===== src/rtl/dbg_tap_pkg.sv =====
package dbg_tap_pkg;

    localparam int IR_W  = 5;
    localparam int SEL_W = 5;

    localparam logic [IR_W-1:0]  IR_EXTEST  = 5'h00;
    localparam logic [IR_W-1:0]  IR_SCAN_N  = 5'h02;
    localparam logic [IR_W-1:0]  IR_INTEST  = 5'h0C;
    localparam logic [IR_W-1:0]  IR_ITRSEL  = 5'h1D;
    localparam logic [IR_W-1:0]  IR_BYPASS  = 5'h1F;
    localparam logic [IR_W-1:0]  IR_CAPTURE = 5'b00001;
    localparam logic [SEL_W-1:0] SEL_CAPTURE = 5'h10;

    typedef enum logic [3:0] {
        ST_RESET, ST_IDLE,
        ST_DR_SEL, ST_DR_CAP, ST_DR_SHIFT, ST_DR_EX1, ST_DR_PAUSE, ST_DR_EX2, ST_DR_UPD,
        ST_IR_SEL, ST_IR_CAP, ST_IR_SHIFT, ST_IR_EX1, ST_IR_PAUSE, ST_IR_EX2, ST_IR_UPD
    } tap_state_e;

    typedef enum logic [1:0] {
        PATH_BYPASS, PATH_SELECT, PATH_ITR, PATH_DTR
    } path_e;

    typedef struct packed {
        path_e path;
        logic  issue_en;
        logic  is_intest;
    } route_t;

    function automatic tap_state_e tap_next(tap_state_e st, logic tms);
        tap_state_e nx;
        case (st)
            ST_RESET:    nx = tms ? ST_RESET    : ST_IDLE;
            ST_IDLE:     nx = tms ? ST_DR_SEL   : ST_IDLE;
            ST_DR_SEL:   nx = tms ? ST_IR_SEL   : ST_DR_CAP;
            ST_DR_CAP:   nx = tms ? ST_DR_EX1   : ST_DR_SHIFT;
            ST_DR_SHIFT: nx = tms ? ST_DR_EX1   : ST_DR_SHIFT;
            ST_DR_EX1:   nx = tms ? ST_DR_UPD   : ST_DR_PAUSE;
            ST_DR_PAUSE: nx = tms ? ST_DR_EX2   : ST_DR_PAUSE;
            ST_DR_EX2:   nx = tms ? ST_DR_UPD   : ST_DR_SHIFT;
            ST_DR_UPD:   nx = tms ? ST_DR_SEL   : ST_IDLE;
            ST_IR_SEL:   nx = tms ? ST_RESET    : ST_IR_CAP;
            ST_IR_CAP:   nx = tms ? ST_IR_EX1   : ST_IR_SHIFT;
            ST_IR_SHIFT: nx = tms ? ST_IR_EX1   : ST_IR_SHIFT;
            ST_IR_EX1:   nx = tms ? ST_IR_UPD   : ST_IR_PAUSE;
            ST_IR_PAUSE: nx = tms ? ST_IR_EX2   : ST_IR_PAUSE;
            ST_IR_EX2:   nx = tms ? ST_IR_UPD   : ST_IR_SHIFT;
            default:     nx = tms ? ST_DR_SEL   : ST_IDLE;
        endcase
        return nx;
    endfunction

    function automatic route_t route_decode(logic [IR_W-1:0] ir, logic [SEL_W-1:0] sel,
                                            logic [SEL_W-1:0] itr_id, logic [SEL_W-1:0] dtr_id);
        route_t r;
        r.path      = PATH_BYPASS;
        r.issue_en  = 1'b0;
        r.is_intest = (ir == IR_INTEST);
        case (ir)
            IR_SCAN_N: r.path = PATH_SELECT;
            IR_ITRSEL: begin
                r.path     = PATH_ITR;
                r.issue_en = 1'b1;
            end
            IR_INTEST, IR_EXTEST: begin
                if (sel == itr_id) begin
                    r.path     = PATH_ITR;
                    r.issue_en = 1'b1;
                end else if (sel == dtr_id) begin
                    r.path     = PATH_DTR;
                    r.issue_en = 1'b1;
                end
            end
            default: r.path = PATH_BYPASS;
        endcase
        return r;
    endfunction

endpackage


===== src/rtl/dbg_tap_fsm.sv =====
module dbg_tap_fsm
    import dbg_tap_pkg::*;
(
    input  logic       clk,
    input  logic       rst,
    input  logic       tms,
    output tap_state_e state,
    output logic       entered_idle
);
    tap_state_e prev;

    always_ff @(posedge clk) begin
        if (rst) begin
            state <= ST_RESET;
            prev  <= ST_RESET;
        end else begin
            state <= tap_next(state, tms);
            prev  <= state;
        end
    end

    assign entered_idle = (state == ST_IDLE) && (prev != ST_IDLE);
endmodule


===== src/rtl/dbg_tap_ctl.sv =====
module dbg_tap_ctl
    import dbg_tap_pkg::*;
#(
    parameter int ITR_CHAIN = 4,
    parameter int DTR_CHAIN = 5
) (
    input  logic              clk,
    input  logic              rst,
    input  tap_state_e        state,
    input  logic              tdi,
    output logic [IR_W-1:0]   ir,
    output logic [SEL_W-1:0]  chain_sel,
    output route_t            route,
    output logic              tdo_ir,
    output logic              tdo_sel
);
    localparam logic [SEL_W-1:0] ITR_ID = SEL_W'(ITR_CHAIN);
    localparam logic [SEL_W-1:0] DTR_ID = SEL_W'(DTR_CHAIN);

    logic [IR_W-1:0]  ir_sr;
    logic [SEL_W-1:0] sel_sr;
    logic             sel_active;

    assign route      = route_decode(ir, chain_sel, ITR_ID, DTR_ID);
    assign sel_active = (route.path == PATH_SELECT);

    always_ff @(posedge clk) begin
        if (rst) begin
            ir    <= IR_BYPASS;
            ir_sr <= '0;
        end else begin
            case (state)
                ST_RESET:    ir    <= IR_BYPASS;
                ST_IR_CAP:   ir_sr <= IR_CAPTURE;
                ST_IR_SHIFT: ir_sr <= {tdi, ir_sr[IR_W-1:1]};
                ST_IR_UPD:   ir    <= ir_sr;
                default:     ;
            endcase
        end
    end

    always_ff @(posedge clk) begin
        if (rst) begin
            chain_sel <= '0;
            sel_sr    <= '0;
        end else if (state == ST_RESET) begin
            chain_sel <= '0;
        end else if (sel_active) begin
            case (state)
                ST_DR_CAP:   sel_sr    <= SEL_CAPTURE;
                ST_DR_SHIFT: sel_sr    <= {tdi, sel_sr[SEL_W-1:1]};
                ST_DR_UPD:   chain_sel <= sel_sr;
                default:     ;
            endcase
        end
    end

    assign tdo_ir  = ir_sr[0];
    assign tdo_sel = sel_sr[0];
endmodule


===== src/rtl/dbg_tap_itr.sv =====
module dbg_tap_itr
    import dbg_tap_pkg::*;
#(
    parameter int DATA_W = 32
) (
    input  logic              clk,
    input  logic              rst,
    input  tap_state_e        state,
    input  logic              active,
    input  logic              issue_en,
    input  logic              entered_idle,
    input  logic              tdi,
    input  logic              issue_done,
    output logic              tdo,
    output logic              issue_valid,
    output logic [DATA_W-1:0] issue_opcode
);
    localparam int ITR_LEN = DATA_W + 1;

    logic [ITR_LEN-1:0] sr;
    logic [DATA_W-1:0]  opcode;
    logic               done_flag;

    assign issue_valid  = entered_idle && issue_en;
    assign issue_opcode = opcode;
    assign tdo          = sr[0];

    always_ff @(posedge clk) begin
        if (rst) begin
            sr     <= '0;
            opcode <= '0;
        end else if (active) begin
            case (state)
                ST_DR_CAP:   sr     <= {done_flag, {DATA_W{1'b0}}};
                ST_DR_SHIFT: sr     <= {tdi, sr[ITR_LEN-1:1]};
                ST_DR_UPD:   opcode <= sr[DATA_W-1:0];
                default:     ;
            endcase
        end
    end

    always_ff @(posedge clk) begin
        if (rst)              done_flag <= 1'b1;
        else if (issue_valid) done_flag <= 1'b0;
        else if (issue_done)  done_flag <= 1'b1;
    end
endmodule


===== src/rtl/dbg_tap_dtr.sv =====
module dbg_tap_dtr
    import dbg_tap_pkg::*;
#(
    parameter int DATA_W = 32
) (
    input  logic              clk,
    input  logic              rst,
    input  tap_state_e        state,
    input  logic              active,
    input  logic              is_intest,
    input  logic              tdi,
    input  logic              h2c_ack,
    input  logic [DATA_W-1:0] c2h_data,
    input  logic              c2h_full,
    output logic              tdo,
    output logic [DATA_W-1:0] h2c_data,
    output logic              h2c_valid,
    output logic              c2h_ack
);
    localparam int DTR_LEN = DATA_W + 2;

    logic [DTR_LEN-1:0] sr;
    logic               rdy_cap;
    logic               do_update;

    assign tdo       = sr[0];
    assign do_update = active && (state == ST_DR_UPD) && rdy_cap;
    assign c2h_ack   = do_update && is_intest;

    always_ff @(posedge clk) begin
        if (rst) begin
            sr      <= '0;
            rdy_cap <= 1'b0;
        end else if (active) begin
            case (state)
                ST_DR_CAP: begin
                    if (is_intest) begin
                        sr      <= {1'b1, c2h_full, c2h_data};
                        rdy_cap <= c2h_full;
                    end else begin
                        sr      <= {1'b1, ~h2c_valid, {DATA_W{1'b0}}};
                        rdy_cap <= ~h2c_valid;
                    end
                end
                ST_DR_SHIFT: sr <= {tdi, sr[DTR_LEN-1:1]};
                default:     ;
            endcase
        end
    end

    always_ff @(posedge clk) begin
        if (rst) begin
            h2c_data  <= '0;
            h2c_valid <= 1'b0;
        end else if (do_update && !is_intest) begin
            h2c_data  <= sr[DATA_W-1:0];
            h2c_valid <= 1'b1;
        end else if (h2c_ack) begin
            h2c_valid <= 1'b0;
        end
    end
endmodule


===== src/rtl/dbg_tap_top.sv =====
module dbg_tap_top
    import dbg_tap_pkg::*;
#(
    parameter int DATA_W    = 32,
    parameter int ITR_CHAIN = 4,
    parameter int DTR_CHAIN = 5
) (
    input  logic              clk,
    input  logic              rst,
    input  logic              tms,
    input  logic              tdi,
    output logic              tdo,
    output logic              issue_valid,
    output logic [DATA_W-1:0] issue_opcode,
    input  logic              issue_done,
    output logic [DATA_W-1:0] h2c_data,
    output logic              h2c_valid,
    input  logic              h2c_ack,
    input  logic [DATA_W-1:0] c2h_data,
    input  logic              c2h_full,
    output logic              c2h_ack
);
    tap_state_e       state;
    logic             entered_idle;
    logic [IR_W-1:0]  ir;
    logic [SEL_W-1:0] chain_sel;
    route_t           route;
    logic             tdo_ir, tdo_sel, tdo_itr, tdo_dtr;
    logic             byp;

    dbg_tap_fsm u_fsm (
        .clk(clk), .rst(rst), .tms(tms),
        .state(state), .entered_idle(entered_idle)
    );

    dbg_tap_ctl #(.ITR_CHAIN(ITR_CHAIN), .DTR_CHAIN(DTR_CHAIN)) u_ctl (
        .clk(clk), .rst(rst), .state(state), .tdi(tdi),
        .ir(ir), .chain_sel(chain_sel), .route(route),
        .tdo_ir(tdo_ir), .tdo_sel(tdo_sel)
    );

    dbg_tap_itr #(.DATA_W(DATA_W)) u_itr (
        .clk(clk), .rst(rst), .state(state),
        .active(route.path == PATH_ITR), .issue_en(route.issue_en),
        .entered_idle(entered_idle), .tdi(tdi), .issue_done(issue_done),
        .tdo(tdo_itr), .issue_valid(issue_valid), .issue_opcode(issue_opcode)
    );

    dbg_tap_dtr #(.DATA_W(DATA_W)) u_dtr (
        .clk(clk), .rst(rst), .state(state),
        .active(route.path == PATH_DTR), .is_intest(route.is_intest),
        .tdi(tdi), .h2c_ack(h2c_ack), .c2h_data(c2h_data), .c2h_full(c2h_full),
        .tdo(tdo_dtr), .h2c_data(h2c_data), .h2c_valid(h2c_valid), .c2h_ack(c2h_ack)
    );

    always_ff @(posedge clk) begin
        if (rst) begin
            byp <= 1'b0;
        end else if (route.path == PATH_BYPASS) begin
            if (state == ST_DR_CAP)        byp <= 1'b0;
            else if (state == ST_DR_SHIFT) byp <= tdi;
        end
    end

    always_comb begin
        tdo = 1'b0;
        if (state == ST_IR_SHIFT) begin
            tdo = tdo_ir;
        end else if (state == ST_DR_SHIFT) begin
            case (route.path)
                PATH_SELECT: tdo = tdo_sel;
                PATH_ITR:    tdo = tdo_itr;
                PATH_DTR:    tdo = tdo_dtr;
                default:     tdo = byp;
            endcase
        end
    end
endmodule


===== config.mk =====
export PLATFORM = sky130hd
export DESIGN_NAME = dbg_tap_top
export DESIGN_NICKNAME = d
export VERILOG_FILES = /design/src/rtl/dbg_tap_pkg.sv /design/src/rtl/dbg_tap_fsm.sv /design/src/rtl/dbg_tap_ctl.sv /design/src/rtl/dbg_tap_itr.sv /design/src/rtl/dbg_tap_dtr.sv /design/src/rtl/dbg_tap_top.sv
export SDC_FILE = /design/constraint.sdc
export NUM_CORES = 1
export LEC_CHECK = 0
export CORE_UTILIZATION = 40
export DETAILED_ROUTE_END_ITERATION = 12
export PLACE_DENSITY = 0.66
export SLEW_MARGIN = 15
export SYNTH_ARGS = -nofsm -noshare
export SYNTH_HDL_FRONTEND = slang
export SYNTH_SLANG_ARGS = --single-unit

===== constraint.sdc =====
create_clock -name clk -period 6 [get_ports clk]
set_input_delay 1.5 -clock clk [delete_from_list [all_inputs] [get_ports clk]]
set_output_delay 1.5 -clock clk [all_outputs]
set_load 0.05 [all_outputs]

==> flow_metrics.py <==
metrics = {
    "floorplanning": {
        "ios": 107,
        "die_h_um": 131.6,
        "die_w_um": 131.6,
        "coreArea_um2": 16470,
        "initial_core_util_pct": 40.81,
        "fp.dieArea_um2": 17320,
        "row_count": 47,
    },
    "worst_setup_path": {
        "worstReg2RegEnd": "u_dtr.h2c_data[5]",
        "cp.arrival_ns": 3.27,
        "end_kind": "output pin",
        "crit_path_start_kind": "flop",
        "crit_path_max_fanout": 7,
        "reg2reg_from": "u_fsm.state[3]",
        "rr_worst_depth": 4,
        "cp-startpoint": "u_ctl.ir[4]",
        "worst_ep_required_time_ns": 4.50,
        "crit_type": "reg2out",
        "worst-r2r-setup-slack_ns": 3.25,
    },
    "sta": {
        "skew_ns": 0.01037,
        "finalSetupTns_ns": 0,
        "fin_crit_sh_pct": 79.52,
        "slew_headroom_pct": 34.16,
        "min_period_ns": 4.771,
        "finalSetupViolCount": 0,
        "fmax_mhz": 209.6,
        "hold_viol": 0,
        "maxSlewViolCount": 0,
        "worst_slack_ns": 1.229,
        "rsz0062_at_grt": "false",
        "worst_slew_pin_slew_ns": 0.9876,
    },
    "global_route": {
        "grt_first_pass_wirelength_mm": 26.63,
        "grt_overflow": 0,
        "grt_max_degree": 103,
        "grt_antenna_before_repair": 0,
        "grt_usage_pct": 18.92,
        "grt_pass1_vias": 5085,
    },
    "drt": {
        "drc": 0,
        "drt-vias-per-instance": 5.533,
        "dr_total_vias": 5810,
        "wire_per_inst_um": 15.50,
        "drt_first_pass_iters": 7,
        "ant_nets": 0,
        "dr.first_iter.drc_count": 533,
        "routed_wl_mm": 16.27,
    },
    "worst_hold_path": {
        "hold_path.class": "reg2reg",
        "hold_path_depth": 2,
        "hp-start": "byp",
        "holdPathEnd": "byp",
    },
    "yosys": {
        "syn_nets": 794,
        "synth_top_area_cell": "dfxtp_1",
        "synth_area_um2": 6720,
        "synth_flop_cell": "dfxtp_1",
        "synth_cell_types": 57,
        "synth_seq_cells": 163,
        "syn_area_per_cell_um2": 8.901,
        "yosys-top-cells-area": "dfxtp_1, nand2b_1, a21oi_1, nand3_1, mux2i_1",
        "ys_seq_area_share_pct": 48.56,
        "synth_edf_count": 0,
        "syn_inst": 755,
        "synthArstFlopShare_pct": 0,
        "yosysWarnings": 0,
        "post-synth-top-area-fraction_pct": 48.56,
    },
    "placement": {
        "port_buffers": 106,
        "post-place-ws_ns": 1.690,
        "globalplace.congestion": 0.8493,
        "hpwl_mm": 9.847,
    },
    "cts": {
        "htreeDepth": 4,
        "cts_made_buffers": 17,
        "post_cts.repair.setup_buffers": 0,
        "cts.reportedPaths.clkPinSlew_ns": 0.06,
        "cts_tree": "built",
        "cts_resized": 0,
        "holdBufCountCts": 0,
        "clk_path_buf_depth": 2,
        "clk_latency_ns": 0.42,
        "cts_sinks": 163,
        "root_buffer": "clkbuf_16",
    },
    "power": {
        "peakVddDrop_mv": 0.2083,
        "p_sw_w": 0.0005300,
        "pwr-share-clk_pct": 49.0,
        "leakage_nw": 2.672,
        "pwr-share-comb_pct": 4.4,
        "swShare_pct": 22.43,
        "seqPwrFrac_pct": 46.7,
        "internal_power_w": 0.001833,
        "p_total_w": 0.002363,
        "powerDensity_nw_per_um2": 278.2,
    },
    "cells_and_area": {
        "antenna_cells": 0,
        "drive_above_1_share_pct": 7.349,
        "area_growth_pct": 26.38,
        "fillers": 1612,
        "post-route-util_pct": 51.58,
        "nets": 856,
    },
    "outcome": {
        "status": "finished clean",
    },
    "run": {
        "max_cap_violations": 0,
    },
}
-- metal layers --
metal	routed length, µm	track usage (%)	vias up
li1	-	-	2875
met1	7910	26.94	2763
met2	7375	27.69	155
met3	702	4.244	17
met4	284	7.041	0
met5	0	0	-
-- area by class of cell --
type / instances / area, µm² / area share (%)
clock inverters: 15 / 202.7 / 2.387
multi-input cells: 510 / 3156 / 37.15
clock buffers: 17 / 425.4 / 5.009
flip-flops and latches: 163 / 3263 / 38.42
inverters: 8 / 30.03 / 0.3536
well taps: 220 / 275.3 / 3.241
repair buffers: 117 / 1141 / 13.44
-- synthesized netlist by cell type, types with 2 or more instances --
cell      number
buf_2         12
a211oi_1       2
clkbuf_1      60
nand2b_1      71
or4_1          3
and3b_1        2
nor4b_1        2
o211ai_1       2
nor2b_1        2
a21oi_1       86
or3b_2         3
nor2_1        18
a21o_1         2
nor4_1         4
nor3_1         3
a311oi_1      34
nand3_1       78
o22ai_1       39
or3_1          2
dfxtp_1      163
or4b_2         2
nand2_1       41
o21ai_0       41
inv_1          8
mux2i_1       38
a31oi_1        6
-- worst max-delay path: stages, from the launching register on --
cell and delay [ns]:
dfxtp_1 0.35, or4_1 0.65, or3_1 0.48, a2111oi_2 0.48
clkdlybuf4s50_1 0.88
-- metrics by stage --
step	area [µm²]	hold WS (ns)	std cells
global placement	7865	0.4612	1018
CTS	8493	0.4696	1050
detailed placement	7865	0.4565	1018
global route	8493	0.4835	1050
floorplan	6720	0.4376	755
finish	8493	0.4715	1050
-- sequential cells by signal, summed over array words and instances, names as in the netlist --
| signal | flops |
|---|---|
| u_dtr.sr | 34 |
| u_itr.sr | 33 |
| u_dtr.h2c_data | 32 |
| u_itr.issue_opcode | 32 |
| u_ctl.chain_sel | 5 |
| u_ctl.ir | 5 |
| u_ctl.ir_sr | 5 |
| u_ctl.sel_sr | 5 |
| u_fsm.prev | 4 |
| u_fsm.state | 4 |
| byp | 1 |
| u_dtr.h2c_valid | 1 |
| u_dtr.rdy_cap | 1 |
| u_itr.done_flag | 1 |
-- placed cells by master, fill, tap and decap left out, drive strengths merged, types with 12 or more instances in the layout --
cell type / netlist / layout
a21oi: 88 / 88
nor2: 18 / 18
a311oi: 34 / 34
nand2b: 71 / 71
buf: 14 / 12
clkdlybuf4s50: 0 / 105
nand3: 78 / 78
nand2: 41 / 41
o21ai: 42 / 42
inv: 8 / 12
mux2i: 38 / 38
o22ai: 39 / 39
dfxtp: 163 / 163
clkbuf: 60 / 17
-- kinds of logic after synthesis --
group           count (synthesis)  share of synthesized area, %
flops                         163                         48.56
buf+inv                        82                         4.915
simple gates                  242                         19.57
compound gates                228                         21.04
xor+xnor                        2                        0.2607
mux                            38                         5.660
-- power by group through the flow --
stage / clock [W] / combinational [W] / sequential, W
3_5_place_dp: 0 / 0.000102 / 0.00113
3_3_place_gp: 0 / 0.000103 / 0.00113
4_1_cts: 0.00118 / 0.000103 / 0.00110
2_1_floorplan: 0 / 0.0000705 / 0.00111
5_1_grt: 0.00122 / 0.000111 / 0.00110
6_report: 0.00116 / 0.000103 / 0.00110
-- how the worst max path moves through the flow --
stage / end / slack [ns]
5_1_grt: issue_valid / 1.11
6_report: issue_valid / 1.23
4_1_cts: issue_valid / 1.21
3_5_place_dp: issue_valid / 1.69
2_1_floorplan: issue_valid / 1.92
3_3_place_gp: issue_valid / 1.68
Note: power is estimated with default switching activity, not from simulation.
